--- config.mk ---
export PLATFORM = sky130hd
export DESIGN_NAME = hc_handshake
export DESIGN_NICKNAME = d
export VERILOG_FILES = /design/src/rtl/hc_pkg.sv /design/src/rtl/hc_sync.sv /design/src/rtl/hc_req_fsm.sv /design/src/rtl/hc_zgen.sv /design/src/rtl/hc_handshake.sv
export SDC_FILE = /design/constraint.sdc
export NUM_CORES = 1
export LEC_CHECK = 0
export BUFFER_PORTS_ARGS = -buffer_cell sky130_fd_sc_hd__buf_2
export CORE_AREA = 4 4 56 68
export DETAILED_ROUTE_END_ITERATION = 7
export DIE_AREA = 0 0 60 72
export HOLD_SLACK_MARGIN = 0.03
export PLACE_DENSITY = 0.75
export SLEW_MARGIN = 0
export SYNTH_ARGS = -nofsm -noshare
export SYNTH_HDL_FRONTEND = slang
export SYNTH_HIERARCHICAL = 1
export SYNTH_SLANG_ARGS = --single-unit
--- constraint.sdc ---
create_clock -name clk_i -period 1.7 [get_ports clk_i]
set_clock_uncertainty 0.1 [all_clocks]
set_input_delay 0.255 -clock clk_i [delete_from_list [all_inputs] [get_ports clk_i]]
set_output_delay 0.255 -clock clk_i [all_outputs]
set_load 0.03 [all_outputs]
--- src/rtl/hc_pkg.sv ---
package hc_pkg;
  typedef enum logic [1:0] {
    ST_IDLE = 2'd0,
    ST_REQ  = 2'd1,
    ST_COPY = 2'd2
  } hc_state_e;
endpackage

--- src/rtl/hc_sync.sv ---
module hc_sync #(
  parameter int          WIDTH   = 1,
  parameter logic [63:0] RST_VAL = '1
) (
  input  logic             clk_i,
  input  logic             rst_ni,
  input  logic [WIDTH-1:0] d_i,
  output logic [WIDTH-1:0] q_o
);
  for (genvar i = 0; i < WIDTH; i++) begin : g_bit
    logic s1_q, s2_q;
    always_ff @(posedge clk_i or negedge rst_ni) begin
      if (!rst_ni) begin
        s1_q <= RST_VAL[i];
        s2_q <= RST_VAL[i];
      end else begin
        s1_q <= d_i[i];
        s2_q <= s1_q;
      end
    end
    assign q_o[i] = s2_q;
  end
endmodule

--- src/rtl/hc_req_fsm.sv ---
module hc_req_fsm
  import hc_pkg::*;
#(
  parameter int REQ_TIMEOUT = 16
) (
  input  logic clk_i,
  input  logic rst_ni,
  input  logic trig_i,
  input  logic reply_i,
  output logic make_copy_no,
  output logic copy_en_o
);
  localparam int CNT_W = $clog2(REQ_TIMEOUT + 1);
  localparam logic [CNT_W-1:0] LAST = CNT_W'(REQ_TIMEOUT - 1);

  hc_state_e        state_q, state_d;
  logic [CNT_W-1:0] cnt_q;

  always_comb begin
    state_d = state_q;
    unique case (state_q)
      ST_IDLE: if (trig_i) state_d = ST_REQ;
      ST_REQ: begin
        if (reply_i)            state_d = ST_COPY;
        else if (cnt_q == LAST) state_d = ST_IDLE;
      end
      ST_COPY: if (!reply_i) state_d = ST_IDLE;
      default: state_d = ST_IDLE;
    endcase
  end

  always_ff @(posedge clk_i or negedge rst_ni) begin
    if (!rst_ni) begin
      state_q <= ST_IDLE;
      cnt_q   <= '0;
    end else begin
      state_q <= state_d;
      cnt_q   <= (state_q == ST_REQ && state_d == ST_REQ) ? cnt_q + 1'b1 : '0;
    end
  end

  assign make_copy_no = (state_q != ST_REQ);
  assign copy_en_o    = (state_q == ST_COPY);

  // copy enable only follows a pending request
  p_en_after_req_r3: assert property (@(posedge clk_i) disable iff (!rst_ni)
    $rose(copy_en_o) |-> $past(!make_copy_no));
  p_timeout_bound_r2: assert property (@(posedge clk_i) disable iff (!rst_ni)
    (state_q == ST_REQ) |-> (cnt_q <= LAST));
  p_en_hold_r4: assert property (@(posedge clk_i) disable iff (!rst_ni)
    (copy_en_o && reply_i) |=> copy_en_o);
  p_idle_reply_r10: assert property (@(posedge clk_i) disable iff (!rst_ni)
    (state_q == ST_IDLE) |=> !copy_en_o);
endmodule

--- src/rtl/hc_zgen.sv ---
module hc_zgen #(
  parameter int Z_LEN = 26
) (
  input  logic clk_i,
  input  logic rst_ni,
  input  logic copy_en_i,
  input  logic inter_n_s_i,
  output logic z_pulse_o
);
  localparam int ZW = $clog2(Z_LEN + 1);
  localparam logic [ZW-1:0] LOAD = ZW'(Z_LEN);

  logic          inter_prev_q;
  logic [ZW-1:0] z_cnt_q;
  logic          strobe;

  assign strobe = inter_prev_q && !inter_n_s_i;

  always_ff @(posedge clk_i or negedge rst_ni) begin
    if (!rst_ni) begin
      inter_prev_q <= 1'b1;
      z_cnt_q      <= '0;
    end else begin
      inter_prev_q <= inter_n_s_i;
      if (!copy_en_i)                 z_cnt_q <= '0;
      else if (z_cnt_q != '0)         z_cnt_q <= z_cnt_q - 1'b1;
      else if (strobe)                z_cnt_q <= LOAD;
    end
  end

  // pulse is cut the moment copy enable drops
  assign z_pulse_o = (z_cnt_q != '0) && copy_en_i;

  p_z_load_r7: assert property (@(posedge clk_i) disable iff (!rst_ni)
    $rose(z_cnt_q != '0) |-> (z_cnt_q == LOAD));
  p_z_gated_r8: assert property (@(posedge clk_i) disable iff (!rst_ni)
    $rose(z_pulse_o) |-> $past(copy_en_i));
  p_no_retrigger_r9: assert property (@(posedge clk_i) disable iff (!rst_ni)
    (z_cnt_q != '0 && copy_en_i) |=> (z_cnt_q == $past(z_cnt_q) - ZW'(1)));
endmodule

--- src/rtl/hc_handshake.sv ---
module hc_handshake #(
  parameter int COORD_W     = 10,
  parameter int REQ_TIMEOUT = 16,
  parameter int Z_LEN       = 26
) (
  input  logic               clk_i,
  input  logic               rst_ni,
  input  logic               kbd_copy_i,
  input  logic               cmd_copy_i,
  input  logic               btn_copy_i,
  input  logic               read_ni,
  input  logic               wait_ni,
  input  logic               inter_ni,
  input  logic               erase_req_i,
  input  logic [COORD_W-1:0] x_norm_i,
  input  logic [COORD_W-1:0] y_norm_i,
  input  logic [COORD_W-1:0] x_ramp_i,
  input  logic [COORD_W-1:0] y_ramp_i,
  output logic               make_copy_no,
  output logic               copy_en_o,
  output logic               busy_o,
  output logic               erase_o,
  output logic               ramp_sel_o,
  output logic [COORD_W-1:0] x_defl_o,
  output logic [COORD_W-1:0] y_defl_o,
  output logic               z_pulse_o,
  output logic               hc_int_sel_o
);
  localparam int NSYNC = 3;

  logic [NSYNC-1:0] async_raw, async_s;
  logic             reply_s, any_trig, copy_en;

  assign async_raw = {inter_ni, wait_ni, read_ni};

  hc_sync #(.WIDTH(NSYNC), .RST_VAL('1)) u_sync (
    .clk_i (clk_i),
    .rst_ni(rst_ni),
    .d_i   (async_raw),
    .q_o   (async_s)
  );

  assign reply_s  = !async_s[0] || !async_s[1];
  assign any_trig = kbd_copy_i || cmd_copy_i || btn_copy_i;

  hc_req_fsm #(.REQ_TIMEOUT(REQ_TIMEOUT)) u_fsm (
    .clk_i       (clk_i),
    .rst_ni      (rst_ni),
    .trig_i      (any_trig),
    .reply_i     (reply_s),
    .make_copy_no(make_copy_no),
    .copy_en_o   (copy_en)
  );

  hc_zgen #(.Z_LEN(Z_LEN)) u_zgen (
    .clk_i      (clk_i),
    .rst_ni     (rst_ni),
    .copy_en_i  (copy_en),
    .inter_n_s_i(async_s[2]),
    .z_pulse_o  (z_pulse_o)
  );

  assign copy_en_o    = copy_en;
  assign busy_o       = copy_en;
  assign ramp_sel_o   = copy_en;
  assign hc_int_sel_o = copy_en;
  assign erase_o      = erase_req_i && !copy_en;
  assign x_defl_o     = copy_en ? x_ramp_i : x_norm_i;
  assign y_defl_o     = copy_en ? y_ramp_i : y_norm_i;

  p_erase_blocked_r5: assert property (@(posedge clk_i) disable iff (!rst_ni)
    copy_en_o |-> !erase_o);
  p_z_needs_en_r8: assert property (@(posedge clk_i) disable iff (!rst_ni)
    z_pulse_o |-> (copy_en_o && hc_int_sel_o));
  p_req_en_excl_r3: assert property (@(posedge clk_i) disable iff (!rst_ni)
    $fell(make_copy_no) |-> !copy_en_o);
endmodule

==> results.json <==
{
  "synth_seq_area_share": 0.411,
  "ir_drop_mv": 0.889,
  "setup_violations": 25,
  "endpoint": "y_defl_o[6]",
  "cp_max_fo": 10,
  "final_cell_mix": "buf_2 (53), buf_6 (25), mux2_4 (19)",
  "hold_violations": 0,
  "n_antenna_cell": 0,
  "syn-num-nets": 146,
  "rsz0062_at_grt": "yes",
  "worst-r2r-cell-count": 5,
  "seqCellArea_um2": 484,
  "fillers": 259,
  "nets": 239,
  "syn_area_um2": 1180,
  "grt_overflow_total": 0,
  "ys_ff_latch": 19,
  "dp_hpwl_um": 2340,
  "antenna_found_initial": 0,
  "grt_max_degree": 25,
  "antenna_left": 0,
  "slowest_stage": "dfrtp_1",
  "syn2layout_area_growth_pct": 67.3,
  "cp-start-kind": "flip-flop",
  "tightest_slew_ns": 0.391,
  "postLayoutSetupSlackWorst_ns": -0.188,
  "slew_viol_final": 0,
  "drt-total-wl_um": 3260,
  "leakage_nw": 1.01,
  "max-slew-margin-rel": 0.740,
  "final_common_cell": "buf_2",
  "wl_per_cell_um": 14.6,
  "initialDrtViolationCount": 31,
  "htree_levels": 1,
  "outcome": "complete, but fails checks",
  "gp_congestion": 0.723,
  "p_per_area_nw_per_um2": 1650,
  "yosysWarnings": 6,
  "fp.dieW_um": 60,
  "startpoint": "u_fsm/state_q[1]$_DFF_PN0_",
  "critPathKind": "flip-flop to primary output",
  "vias": 1031,
  "clk_pin_slew_ns": 0.07,
  "cts_buffer_depth": 2,
  "cpPeakStageDelay_ns": 0.41,
  "ios": 76,
  "dieArea_um2": 4320,
  "multi_input_area_um2": 632,
  "grt.total_usage": 0.144,
  "crit_arrival_ns": 1.53,
  "timing.rr.end": "u_fsm/cnt_q[3]$_DFF_PN0_",
  "synth_top_area_frac": 0.255,
  "dpl_cell_area_um2": 1590,
  "grt_pass1_vias": 1032,
  "drv_cap": 0,
  "synth.avg_cell_area_um2": 12.5,
  "fin_crit_sh": 1.11,
  "whs_ns": 0.188,
  "crit_required_ns": 1.34,
  "end_kind": "primary output",
  "max_freq_ghz": 0.530,
  "firstDrtPassIters": 3,
  "core_um2": 3220,
  "fin_crit_ns": 1.89,
  "hold_class": "input port to flip-flop",
  "rows": 23,
  "clk_latency_ns": 0.26,
  "cts_root_buf": "clkbuf_8",
  "die_h_um": 72,
  "reg2reg_slack_ns": 0.09,
  "io_buffers": 75,
  "grt_pass1_wl_um": 4720,
  "cts-buffers-inserted": 3,
  "stdcell_area_um2": 1970,
  "syn_inst": 94,
  "drive_gt1_frac": 0.763,
  "synth_area_leader_cell": "dfrtp_1",
  "r2r-start": "u_fsm/cnt_q[0]$_DFF_PN0_",
  "yosysUniqueCellTypes": 29,
  "cts_tree": "yes",
  "vias_per_cell": 4.62,
  "violations": "setup timing",
  "cts_sinks": 19,
  "drcViolationCount": 0,
  "initial_core_util": 0.365,
  "worstPathCellList": "nand2b_4, clkinvlp_4, clkbuf_16, mux2_4, buf_6",
  "fin_tns_setup_ns": -3.73,
  "yosys-top-cells-area": "dfrtp_1 (26%), mux2_4 (24%), dfstp_2 (16%)"
}
==> per-layer routing <==
layer | part of all wire | wire [µm] | track usage | vias up
li1 | - | - | - | 501
met4 | 0.024 | 79 | 0.0690 | 0
met1 | 0.33 | 1080 | 0.146 | 462
met5 | 0 | 0 | 0 | -
met2 | 0.54 | 1760 | 0.272 | 61
met3 | 0.11 | 347 | 0.0267 | 7
==> synthesized netlist by cell type, drive strengths merged <==
master   n
inv      6
nor2     7
o21ai    1
nor2b    1
nand3    1
a31oi    1
buf      9
nand2b   4
mux2    20
a21boi   2
a21oi    1
nand2    6
and3     1
dfrtp   12
dfstp    7
ha       3
xor2     2
nor3     2
or4      1
xnor2    2
o22ai    1
o211a    1
or3      2
nor4b    1
==> power breakdown <==
part / switching, mW / internal [mW] / leakage [nW]
clock: 0.152 / 0.165 / 0.0217
sequential: 0.0720 / 0.538 / 0.237
combinational: 1.09 / 1.22 / 0.747
total: 1.32 / 1.93 / 1.01
==> registers in the layout (all words and copies together), names as in the netlist <==
signal               cells
u_fsm/cnt_q              5
u_zgen/z_cnt_q           5
u_sync/g_bit.s1_q        3
u_sync/g_bit.s2_q        3
u_fsm/state_q            2
u_zgen/inter_prev_q      1
==> worst min-delay path by stage <==
stage               start                    endpoint  cells after the start
3_5_place_dp       rst_ni    u_fsm/cnt_q[2]$_DFF_PN0_                      1
3_3_place_gp       rst_ni    u_fsm/cnt_q[3]$_DFF_PN0_                      1
6_report       btn_copy_i  u_fsm/state_q[0]$_DFF_PN0_                      4
4_1_cts        btn_copy_i  u_fsm/state_q[0]$_DFF_PN0_                      4
5_1_grt        btn_copy_i  u_fsm/state_q[0]$_DFF_PN0_                      4
2_1_floorplan      rst_ni    u_fsm/cnt_q[0]$_DFF_PN0_                      0
==> worst max-delay path, delay by kind of cell, from the launching register on <==
| kind | cells | cell delay [ns] |
|---|---|---|
| buffers and inverters | 3 | 0.47 |
| multiplexers | 1 | 0.30 |
| flip-flops | 1 | 0.41 |
| AND/OR/NAND/NOR | 1 | 0.09 |
==> what timing repair did <==
item,4_1_cts,5_1_grt
hold buffers,4,0
buffers inserted,5,7
gates cloned,0,1
endpoints found under the setup margin,28,31
hold endpoints to repair,15,0
pin swaps,1,2
resized for setup,44,13
==> stage by stage <==
stage                     setup WS [ns]  utilization  total power, mW  cells
after floorplan                 -0.0636            -             1.91     94
after global placement          -0.0272        0.495             2.25    203
after detailed placement        -0.0551        0.495             2.28    203
after CTS                        -0.224        0.575             2.97    216
after global routing             -0.237        0.611             3.42    223
final                            -0.188        0.611             3.24    223
==> kinds of logic (layout without fill, tap and decap cells) <==
family | count (synthesis) | in the layout | share of synthesized area
muxes | 20 | 20 | 0.252
buffers and inverters | 15 | 107 | 0.0861
AOI/OAI and AO/OA | 7 | 7 | 0.0404
adders and majority gates | 3 | 3 | 0.0319
DFF | 19 | 19 | 0.411
and+or+nand+nor | 26 | 26 | 0.149
xor gates and xnor gates | 4 | 4 | 0.0298
==> final cells by class <==
cell class | instances | area share
Multi-Input combinational cell | 60 | 0.321
Tap cell | 37 | 0.0235
Clock inverter | 1 | 0.00381
Inverter | 6 | 0.0146
Timing Repair Buffer | 97 | 0.370
Sequential cell | 19 | 0.246
Clock buffer | 3 | 0.0210
(Power assumes the default switching activity.)
